File: config.mk
export PLATFORM = sky130hd
export DESIGN_NAME = gpio_cs_port
export DESIGN_NICKNAME = d
export VERILOG_FILES = /design/src/rtl/gpio_cs_pkg.sv /design/src/rtl/gpio_cs_regs.sv /design/src/rtl/gpio_cs_sync.sv /design/src/rtl/gpio_cs_pin_mux.sv /design/src/rtl/gpio_cs_port.sv
export SDC_FILE = /design/constraint.sdc
export NUM_CORES = 1
export LEC_CHECK = 0
export ABC_AREA = 1
export BUFFER_PORTS_ARGS = -buffer_cell sky130_fd_sc_hd__buf_4
export CAP_MARGIN = 10
export CORE_MARGIN = 3
export CORE_UTILIZATION = 49
export CTS_BUF_LIST = sky130_fd_sc_hd__clkbuf_16
export DETAILED_ROUTE_END_ITERATION = 8
export PLACE_DENSITY = 0.95
export SLEW_MARGIN = 20
export SYNTH_ARGS = -nofsm -noshare
export SYNTH_HDL_FRONTEND = slang
export SYNTH_SLANG_ARGS = --single-unit
File: constraint.sdc
create_clock -name clk_i -period 1.4 [get_ports clk_i]
set_input_delay 0.07 -clock clk_i [delete_from_list [all_inputs] [get_ports clk_i]]
set_output_delay 0.07 -clock clk_i [all_outputs]
set_load 0.01 [all_outputs]
File: src/rtl/gpio_cs_pkg.sv
package gpio_cs_pkg;
  localparam int unsigned NPINS   = 12;
  localparam int unsigned RW      = 32;
  localparam int unsigned PU_LSB  = 16;
  localparam int unsigned CSG_NUM = 5;
  localparam int unsigned CSB_PIN = 11;

  typedef enum logic {
    SEL_CFG = 1'b0,
    SEL_DAT = 1'b1
  } reg_sel_e;
endpackage

File: src/rtl/gpio_cs_regs.sv
module gpio_cs_regs #(
  parameter int unsigned N      = gpio_cs_pkg::NPINS,
  parameter int unsigned DW     = gpio_cs_pkg::RW,
  parameter int unsigned PU_LSB = gpio_cs_pkg::PU_LSB
) (
  input  logic          clk_i,
  input  logic          rst_ni,
  input  logic          we_i,
  input  logic          sel_i,
  input  logic [DW-1:0] wdata_i,
  output logic [N-1:0]  dir_o,
  output logic [N-1:0]  pull_o,
  output logic [N-1:0]  data_o
);
  import gpio_cs_pkg::*;

  logic unused_wbits;
  assign unused_wbits = ^{wdata_i[PU_LSB-1:N], wdata_i[DW-1:PU_LSB+N]};

  always_ff @(posedge clk_i or negedge rst_ni) begin
    if (!rst_ni) begin
      dir_o  <= '0;
      pull_o <= '1;
      data_o <= '0;
    end else if (we_i) begin
      if (sel_i == SEL_CFG) begin
        dir_o  <= wdata_i[N-1:0];
        pull_o <= wdata_i[PU_LSB+N-1:PU_LSB];
      end else begin
        data_o <= wdata_i[N-1:0];
      end
    end
  end
endmodule

File: src/rtl/gpio_cs_sync.sv
module gpio_cs_sync #(
  parameter int unsigned N      = gpio_cs_pkg::NPINS,
  parameter int unsigned STAGES = 2
) (
  input  logic         clk_i,
  input  logic         rst_ni,
  input  logic [N-1:0] pin_i,
  output logic [N-1:0] pin_o
);
  logic [N-1:0] stage_q [STAGES];

  for (genvar s = 0; s < STAGES; s++) begin : g_stage
    always_ff @(posedge clk_i or negedge rst_ni) begin
      if (!rst_ni) stage_q[s] <= '0;
      else if (s == 0) stage_q[s] <= pin_i;
      else stage_q[s] <= stage_q[(s == 0) ? 0 : s-1];
    end
  end

  assign pin_o = stage_q[STAGES-1];
endmodule

File: src/rtl/gpio_cs_pin_mux.sv
module gpio_cs_pin_mux #(
  parameter int unsigned N       = gpio_cs_pkg::NPINS,
  parameter int unsigned CSG_NUM = gpio_cs_pkg::CSG_NUM,
  parameter int unsigned CSB_PIN = gpio_cs_pkg::CSB_PIN
) (
  input  logic [N-1:0]       dir_i,
  input  logic [N-1:0]       pull_i,
  input  logic [N-1:0]       data_i,
  input  logic               grp_mst_i,
  input  logic [CSG_NUM-1:0] grp_cs_i,
  input  logic               boot_mst_i,
  input  logic               boot_cs_i,
  output logic [N-1:0]       oe_o,
  output logic [N-1:0]       out_o,
  output logic [N-1:0]       pu_o
);
  for (genvar i = 0; i < N; i++) begin : g_pin
    logic cs;
    // idle or non-master select acts as 1 in the AND
    if (i < CSG_NUM) begin : g_grp
      assign cs = grp_mst_i ? grp_cs_i[i] : 1'b1;
    end else if (i == CSB_PIN) begin : g_boot
      assign cs = boot_mst_i ? boot_cs_i : 1'b1;
    end else begin : g_plain
      assign cs = 1'b1;
    end
    assign oe_o[i]  = dir_i[i];
    assign out_o[i] = data_i[i] & cs;
    // pull-up dropped whenever the pin actively drives low
    assign pu_o[i]  = pull_i[i] & ~(dir_i[i] & ~out_o[i]);
  end
endmodule

File: src/rtl/gpio_cs_port.sv
module gpio_cs_port #(
  parameter int unsigned N       = gpio_cs_pkg::NPINS,
  parameter int unsigned DW      = gpio_cs_pkg::RW,
  parameter int unsigned PU_LSB  = gpio_cs_pkg::PU_LSB,
  parameter int unsigned CSG_NUM = gpio_cs_pkg::CSG_NUM,
  parameter int unsigned CSB_PIN = gpio_cs_pkg::CSB_PIN
) (
  input  logic               clk_i,
  input  logic               rst_ni,
  input  logic               reg_we_i,
  input  logic               reg_addr_i,
  input  logic [DW-1:0]      reg_wdata_i,
  output logic [DW-1:0]      reg_rdata_o,
  input  logic [N-1:0]       pin_i,
  output logic [N-1:0]       pin_oe_o,
  output logic [N-1:0]       pin_out_o,
  output logic [N-1:0]       pin_pu_o,
  input  logic               grp_mst_i,
  input  logic [CSG_NUM-1:0] grp_cs_i,
  input  logic               boot_mst_i,
  input  logic               boot_cs_i
);
  import gpio_cs_pkg::*;

  logic [N-1:0] dir, pull, data, pin_sync;

  gpio_cs_regs #(.N(N), .DW(DW), .PU_LSB(PU_LSB)) u_regs (
    .clk_i   (clk_i),
    .rst_ni  (rst_ni),
    .we_i    (reg_we_i),
    .sel_i   (reg_addr_i),
    .wdata_i (reg_wdata_i),
    .dir_o   (dir),
    .pull_o  (pull),
    .data_o  (data)
  );

  gpio_cs_sync #(.N(N), .STAGES(2)) u_sync (
    .clk_i  (clk_i),
    .rst_ni (rst_ni),
    .pin_i  (pin_i),
    .pin_o  (pin_sync)
  );

  gpio_cs_pin_mux #(.N(N), .CSG_NUM(CSG_NUM), .CSB_PIN(CSB_PIN)) u_mux (
    .dir_i      (dir),
    .pull_i     (pull),
    .data_i     (data),
    .grp_mst_i  (grp_mst_i),
    .grp_cs_i   (grp_cs_i),
    .boot_mst_i (boot_mst_i),
    .boot_cs_i  (boot_cs_i),
    .oe_o       (pin_oe_o),
    .out_o      (pin_out_o),
    .pu_o       (pin_pu_o)
  );

  always_comb begin
    reg_rdata_o = '0;
    if (reg_addr_i == SEL_CFG) begin
      reg_rdata_o[N-1:0]               = dir;
      reg_rdata_o[PU_LSB+N-1:PU_LSB]   = pull;
    end else begin
      reg_rdata_o[N-1:0]               = pin_sync;
    end
  end
endmodule

==> results of run 1 <==
[per-layer routing]
| layer | vias up | part of all wire, % |
|---|---|---|
| met4 | 0 | 1.8 |
| met1 | 1061 | 38 |
| li1 | 1066 | - |
| met3 | 14 | 7.9 |
| met2 | 99 | 53 |
| met5 | - | 0 |
[timing repair]
item	CTS	global route
gates resized for setup	0	0
endpoints found under the hold margin	45	0
hold buffers	22	0
[how the worst min path moves through the flow]
stage | to | slack, ns | start | cells past startpoint
2_1_floorplan | u_regs.data_o[0] | -0.23 | rst_ni | 0
3_3_place_gp | u_sync.stage_q[20] | 0.03 | rst_ni | 1
3_5_place_dp | u_regs.dir_o[9] | 0.04 | rst_ni | 1
4_1_cts | u_regs.pull_o[9] | 0.0006 | reg_wdata_i[25] | 3
5_1_grt | u_regs.pull_o[4] | 0.01 | reg_wdata_i[20] | 3
6_report | u_regs.pull_o[0] | 0.005 | reg_wdata_i[16] | 3
[synthesized netlist by cell type]
cell      number
conb_1         1
dfstp_2       12
o21ai_1       10
buf_2          5
nor2_1        34
inv_1         42
o21ai_0       19
dfrtp_1       48
buf_6          3
a21oi_1        9
clkbuf_1       2
nand2_2        1
a21oi_2       10
inv_2          1
nand2_1       63
buf_4         14
[report_power, final]
group	internal [mW]	switching, mW
logic	0.512	0.529
registers	1.93	0.106
clock network	1.37	0.772
total	3.81	1.41
[critical path, delay by kind of cell, from the launching register on]
kind / cells / cell delay (ns)
and+or+nand+nor: 1 / 0.15
DFF: 1 / 0.52
buffers and inverters: 2 / 0.21
[cell type report]
class / instances / area (um^2) / area share [%]
inverter: 43 / 161 / 4.23
sequential: 60 / 1520 / 39.8
clock inverter: 7 / 67.6 / 1.77
clock buffer: 9 / 225 / 5.91
tap: 67 / 83.8 / 2.20
timing repair buffer: 135 / 1080 / 28.3
multi-input combinational: 154 / 678 / 17.8
[flip-flops by register name (all words and copies together), names as in the netlist]
| register | cells |
|---|---|
| u_regs.dir_o | 12 |
| u_sync.stage_q | 12 |
| u_regs.pull_o | 12 |
| u_sync.pin_o | 12 |
| u_regs.data_o | 12 |
[cells by family after synthesis]
logic type             Yosys count  share of synthesized area [%]
DFF                             60                           60.6
buffers and inverters           67                           13.3
AOI/OAI and AO/OA               48                           11.1
and+or+nand+nor                 98                           14.8
other                            1                          0.150
[per-stage QoR]
step | area (um^2) | total power [mW]
global route | 3810 | 5.44
detailed placement | 3300 | 3.03
floorplan | 2530 | 2.51
global placement | 3300 | 2.99
CTS | 3810 | 5.20
finish | 3810 | 5.22
==> qor.yml, run 1 <==
dr.pass1.iters: 4
finalSetupViolations: 0
max_stage_delay_ns: 0.52
cts_made_buffers: 9
worstPathCellList: "inv_1 -> nor2_1 -> buf_4"
antenna_found_initial: 0
cts_tree: "yes"
io_buffers: 107
dp_cells: 437
clk_pin_slew_ns: 0.06
cp-start-kind: "flip-flop"
fin_util_pct: 79.2
crit_path_top_delay_cell: "dfstp_2"
synth_cells: 274
gr-total-overflow: 0
syn_area_um2: 2500
dieArea_um2: 6000
run_status: "finished clean"
report.final.slew_viol_count: 0
initial_core_util_pct: 51.9
finClkSkew_ns: 0.00417
cts_sinks: 60
fmax_mhz: 789
min_period_ns: 1.27
yosys.area.top_type: "dfrtp_1"
syn_to_final_growth_pct: 52.5
use_met2_pct: 45.0
wl_um: 7100
r2r-start: "u_regs.pull_o[8]"
worstRegToRegCells: 2
fin_crit_sh_pct: 90.5
ys_ff_latch: 60
cts_buffer_depth: 2
leakage_nw: 2.07
busiest_layer: "met2"
gp_congestion: 0.766
grtUsageTotal_pct: 24.9
diodes: 0
hpwl_um: 4260
clock_latency_ns: 0.32
io_pins: 124
grtUsageMet1_pct: 26.8
arrival_ns: 1.20
crit_type: "reg2out"
min_path_type: "in2reg"
postRouteAntennaNets: 0
via_per_inst: 4.72
ys_seq_area_share_pct: 60.6
worstPathRequired_ns: 1.33
setup_tns_ns: 0
core-area_um2: 4820
fp.dieH_um: 77.4
h-tree-depth: 3
grt_pass1_wl_um: 11600
r2r_end: "u_regs.pull_o[8]"
die_x_um: 77.4
drt_iter0_drc: 131
synth.distinct_cells: 16
fp-row-count: 25
pre_cts_slack_ns: 0.370
synth_area_leaders: "dfrtp_1, dfstp_2, nand2_1"
rsz0062_at_grt: "false"
clk_root_buffer_cell: "clkbuf_16"
finalWorstSetupSlack_ns: 0.133
layout.nets: 459
synth_warnings: 0
peakVddDrop_mv: 1.03
endpoint: "pin_pu_o[6]"
p_per_area_nw_per_um2: 1370
fillers: 290
instances_no_fill: 475
maxCapViolCount: 0
wl_per_cell_um: 14.9
endpoint_kind: "output pin"
grt_max_degree: 34
final_hold_viol_count: 0
drive_gt1_share_pct: 37.3
startpoint: "u_regs.pull_o[6]"
drc: 0
grt_pass1_vias: 2377
yosysTopAreaCellShare_pct: 48.0
use_met3_pct: 9.05
cp_max_fo: 3
synth.avg_cell_area_um2: 9.13
r2r_slack_ns: 0.59
vias: 2240
layout_common_cells: "buf_4, nand2_1, dfrtp_1"
final_common_cell: "buf_4"
cts_setup_buffers: 0
holdWs_ns: 0.00504
Power figures use the tool's default switching activity.
==> inputs of run 2 (changes only) <==
--- a/config.mk
+++ b/config.mk
@@ -13,6 +13,7 @@
 export CTS_BUF_LIST = sky130_fd_sc_hd__clkbuf_16
 export DETAILED_ROUTE_END_ITERATION = 8
 export PLACE_DENSITY = 0.95
+export RECOVER_POWER = 50
 export SLEW_MARGIN = 20
 export SYNTH_ARGS = -nofsm -noshare
 export SYNTH_HDL_FRONTEND = slang
==> run 2 against run 1 <==
  * Routed wire length fell by 0.17%
  * Critical path depth is the same
  * Clock power about the same
  * Maximum frequency is 0.53% lower
  * Critical path type unchanged
  * Critical endpoint is now reg_rdata_o[10]
  * Largest cell class unchanged
==> qor.yml, run 2 (synthesis results as in run 1) <==
hold_depth: 3
instances_no_fill: 475
dr.pass1.iters: 6
max_stage_delay_ns: 0.39
grt_pass1_wl_um: 11600
rsz0062_at_grt: "false"
clockPowerShare_pct: 41.0
dieArea_um2: 6000
dp_cells: 437
drc: 0
seqPwrFrac_pct: 39.2
fp-row-count: 25
tightest_slew_ns: 0.835
startpoint: "u_regs.dir_o[10]"
min_period_ns: 1.27
cp-start-kind: "flip-flop"
grt_pass1_vias: 2377
syn_to_final_growth_pct: 51.8
r2r-start: "u_regs.pull_o[8]"
cts_sinks: 60
slew_headroom_pct: 44.3
clk_root_buffer_cell: "clkbuf_16"
dpl_cell_area_um2: 3300
io_buffers: 107
critPathBufInv: 2
fp.dieH_um: 77.4
core-area_um2: 4820
combPwrFrac_pct: 19.8
report.final.slew_viol_count: 0
io_pins: 124
worstPathRequired_ns: 1.33
fin_util_pct: 78.8
cp.depth: 3
p_per_area_nw_per_um2: 1370
crit_path_top_delay_cell: "dfrtp_1"
stdcell_area_um2: 3800
h-tree-depth: 3
finalSetupViolations: 0
cts_made_buffers: 9
final_common_cell: "buf_4"
wl_per_cell_um: 14.9
arrival_ns: 1.20
wl_um: 7090
drt_iter0_drc: 101
grt_max_degree: 34
grtUsageTotal_pct: 24.9
maxCapViolCount: 0
leakage_nw: 2.06
gr-total-overflow: 0
peakVddDrop_mv: 1.03
min_path_type: "in2reg"
diodes: 0
cp_max_fo: 3
fin_crit_sh_pct: 91.0
clk_pin_slew_ns: 0.06
via_per_inst: 4.77
worstPathCellList: "inv_1 -> o21ai_0 -> buf_4"
hpwl_um: 4260
switchingPower_mw: 1.40
crit_type: "reg2out"
gp_congestion: 0.766
die_x_um: 77.4
fmax_mhz: 785
endpoint_kind: "output pin"
holdWs_ns: 0.00545
r2r_slack_ns: 0.58
intPower_mw: 3.80
clock_latency_ns: 0.32
fillers: 296
layout.nets: 459
cts_buffer_depth: 2
worstRegToRegCells: 2
run_status: "finished clean"
finClkSkew_ns: 0.00426
setup_tns_ns: 0
postRouteAntennaNets: 0
initial_core_util_pct: 51.9
endpoint: "reg_rdata_o[10]"
final_hold_viol_count: 0
switching_share_pct: 26.9
antenna_found_initial: 0
drive_gt1_share_pct: 36.5
critPathTopFamily: "flip-flops"
vias: 2268
layout_common_cells: "buf_4, nand2_1, dfrtp_1"
r2r_end: "u_regs.pull_o[8]"
cts_tree: "yes"
run 2: cell types whose count changed in the layout (fill, tap and decap cells not counted), moves of 4 or more:
| cell | previous run | this run |
|---|---|---|
| clkbuf_4 | 0 | 12 |
| o21ai_0 | 19 | 23 |
| clkbuf_2 | 0 | 4 |
| o21ai_1 | 10 | 6 |
| buf_4 | 112 | 96 |
run 2: worst min-delay path by stage:
stage	slack, ns	end	startpoint
2_1_floorplan	-0.23	u_regs.data_o[0]	rst_ni
4_1_cts	0.0006	u_regs.pull_o[9]	reg_wdata_i[25]
3_3_place_gp	0.03	u_sync.stage_q[20]	rst_ni
5_1_grt	0.01	u_regs.pull_o[4]	reg_wdata_i[20]
6_report	0.005	u_regs.pull_o[4]	reg_wdata_i[20]
3_5_place_dp	0.04	u_regs.dir_o[9]	rst_ni
run 2: metal layers:
layer	up-vias	track usage, %	part of all wire, %
li1	1066	-	-
met1	1076	26.8	37
met2	104	45.0	53
met3	22	9.05	8.1
met4	0	8.36	2.1
met5	-	0	0
run 2: power groups by stage:
stage / combinational [mW] / clock (mW) / sequential, mW
2_1_floorplan: 0.463 / 0 / 2.05
3_3_place_gp: 0.942 / 0 / 2.05
3_5_place_dp: 0.971 / 0 / 2.06
4_1_cts: 1.03 / 2.14 / 2.03
5_1_grt: 1.13 / 2.24 / 2.06
6_report: 1.03 / 2.13 / 2.04
run 2: layout make-up:
| type | count | area, um^2 | share of cell area, % |
|---|---|---|---|
| clock buffer | 9 | 225 | 5.93 |
| tap | 67 | 83.8 | 2.21 |
| timing repair buffer | 135 | 1070 | 28.2 |
| multi-input combinational | 154 | 672 | 17.7 |
| sequential | 60 | 1520 | 39.9 |
| clock inverter | 7 | 67.6 | 1.78 |
| inverter | 43 | 161 | 4.25 |
run 2: repair_timing:
item	CTS	global route
resized for setup	0	0
setup endpoints to repair	0	0
setup buffers	0	0
endpoints found under the hold margin	45	0
hold buffers	22	0
run 2: stage by stage:
stage                     power [mW]  worst slack, ns
after global routing            5.43           0.0623
after floorplan                 2.51            0.577
after global placement          2.99            0.421
after CTS                       5.20            0.141
final                           5.20            0.126
after detailed placement        3.03            0.370
run 2: tightest hold or removal path: stages:
cell and delay [ns]:
buf_4 0.08, nor2_1 0.04, a21oi_2 0.10
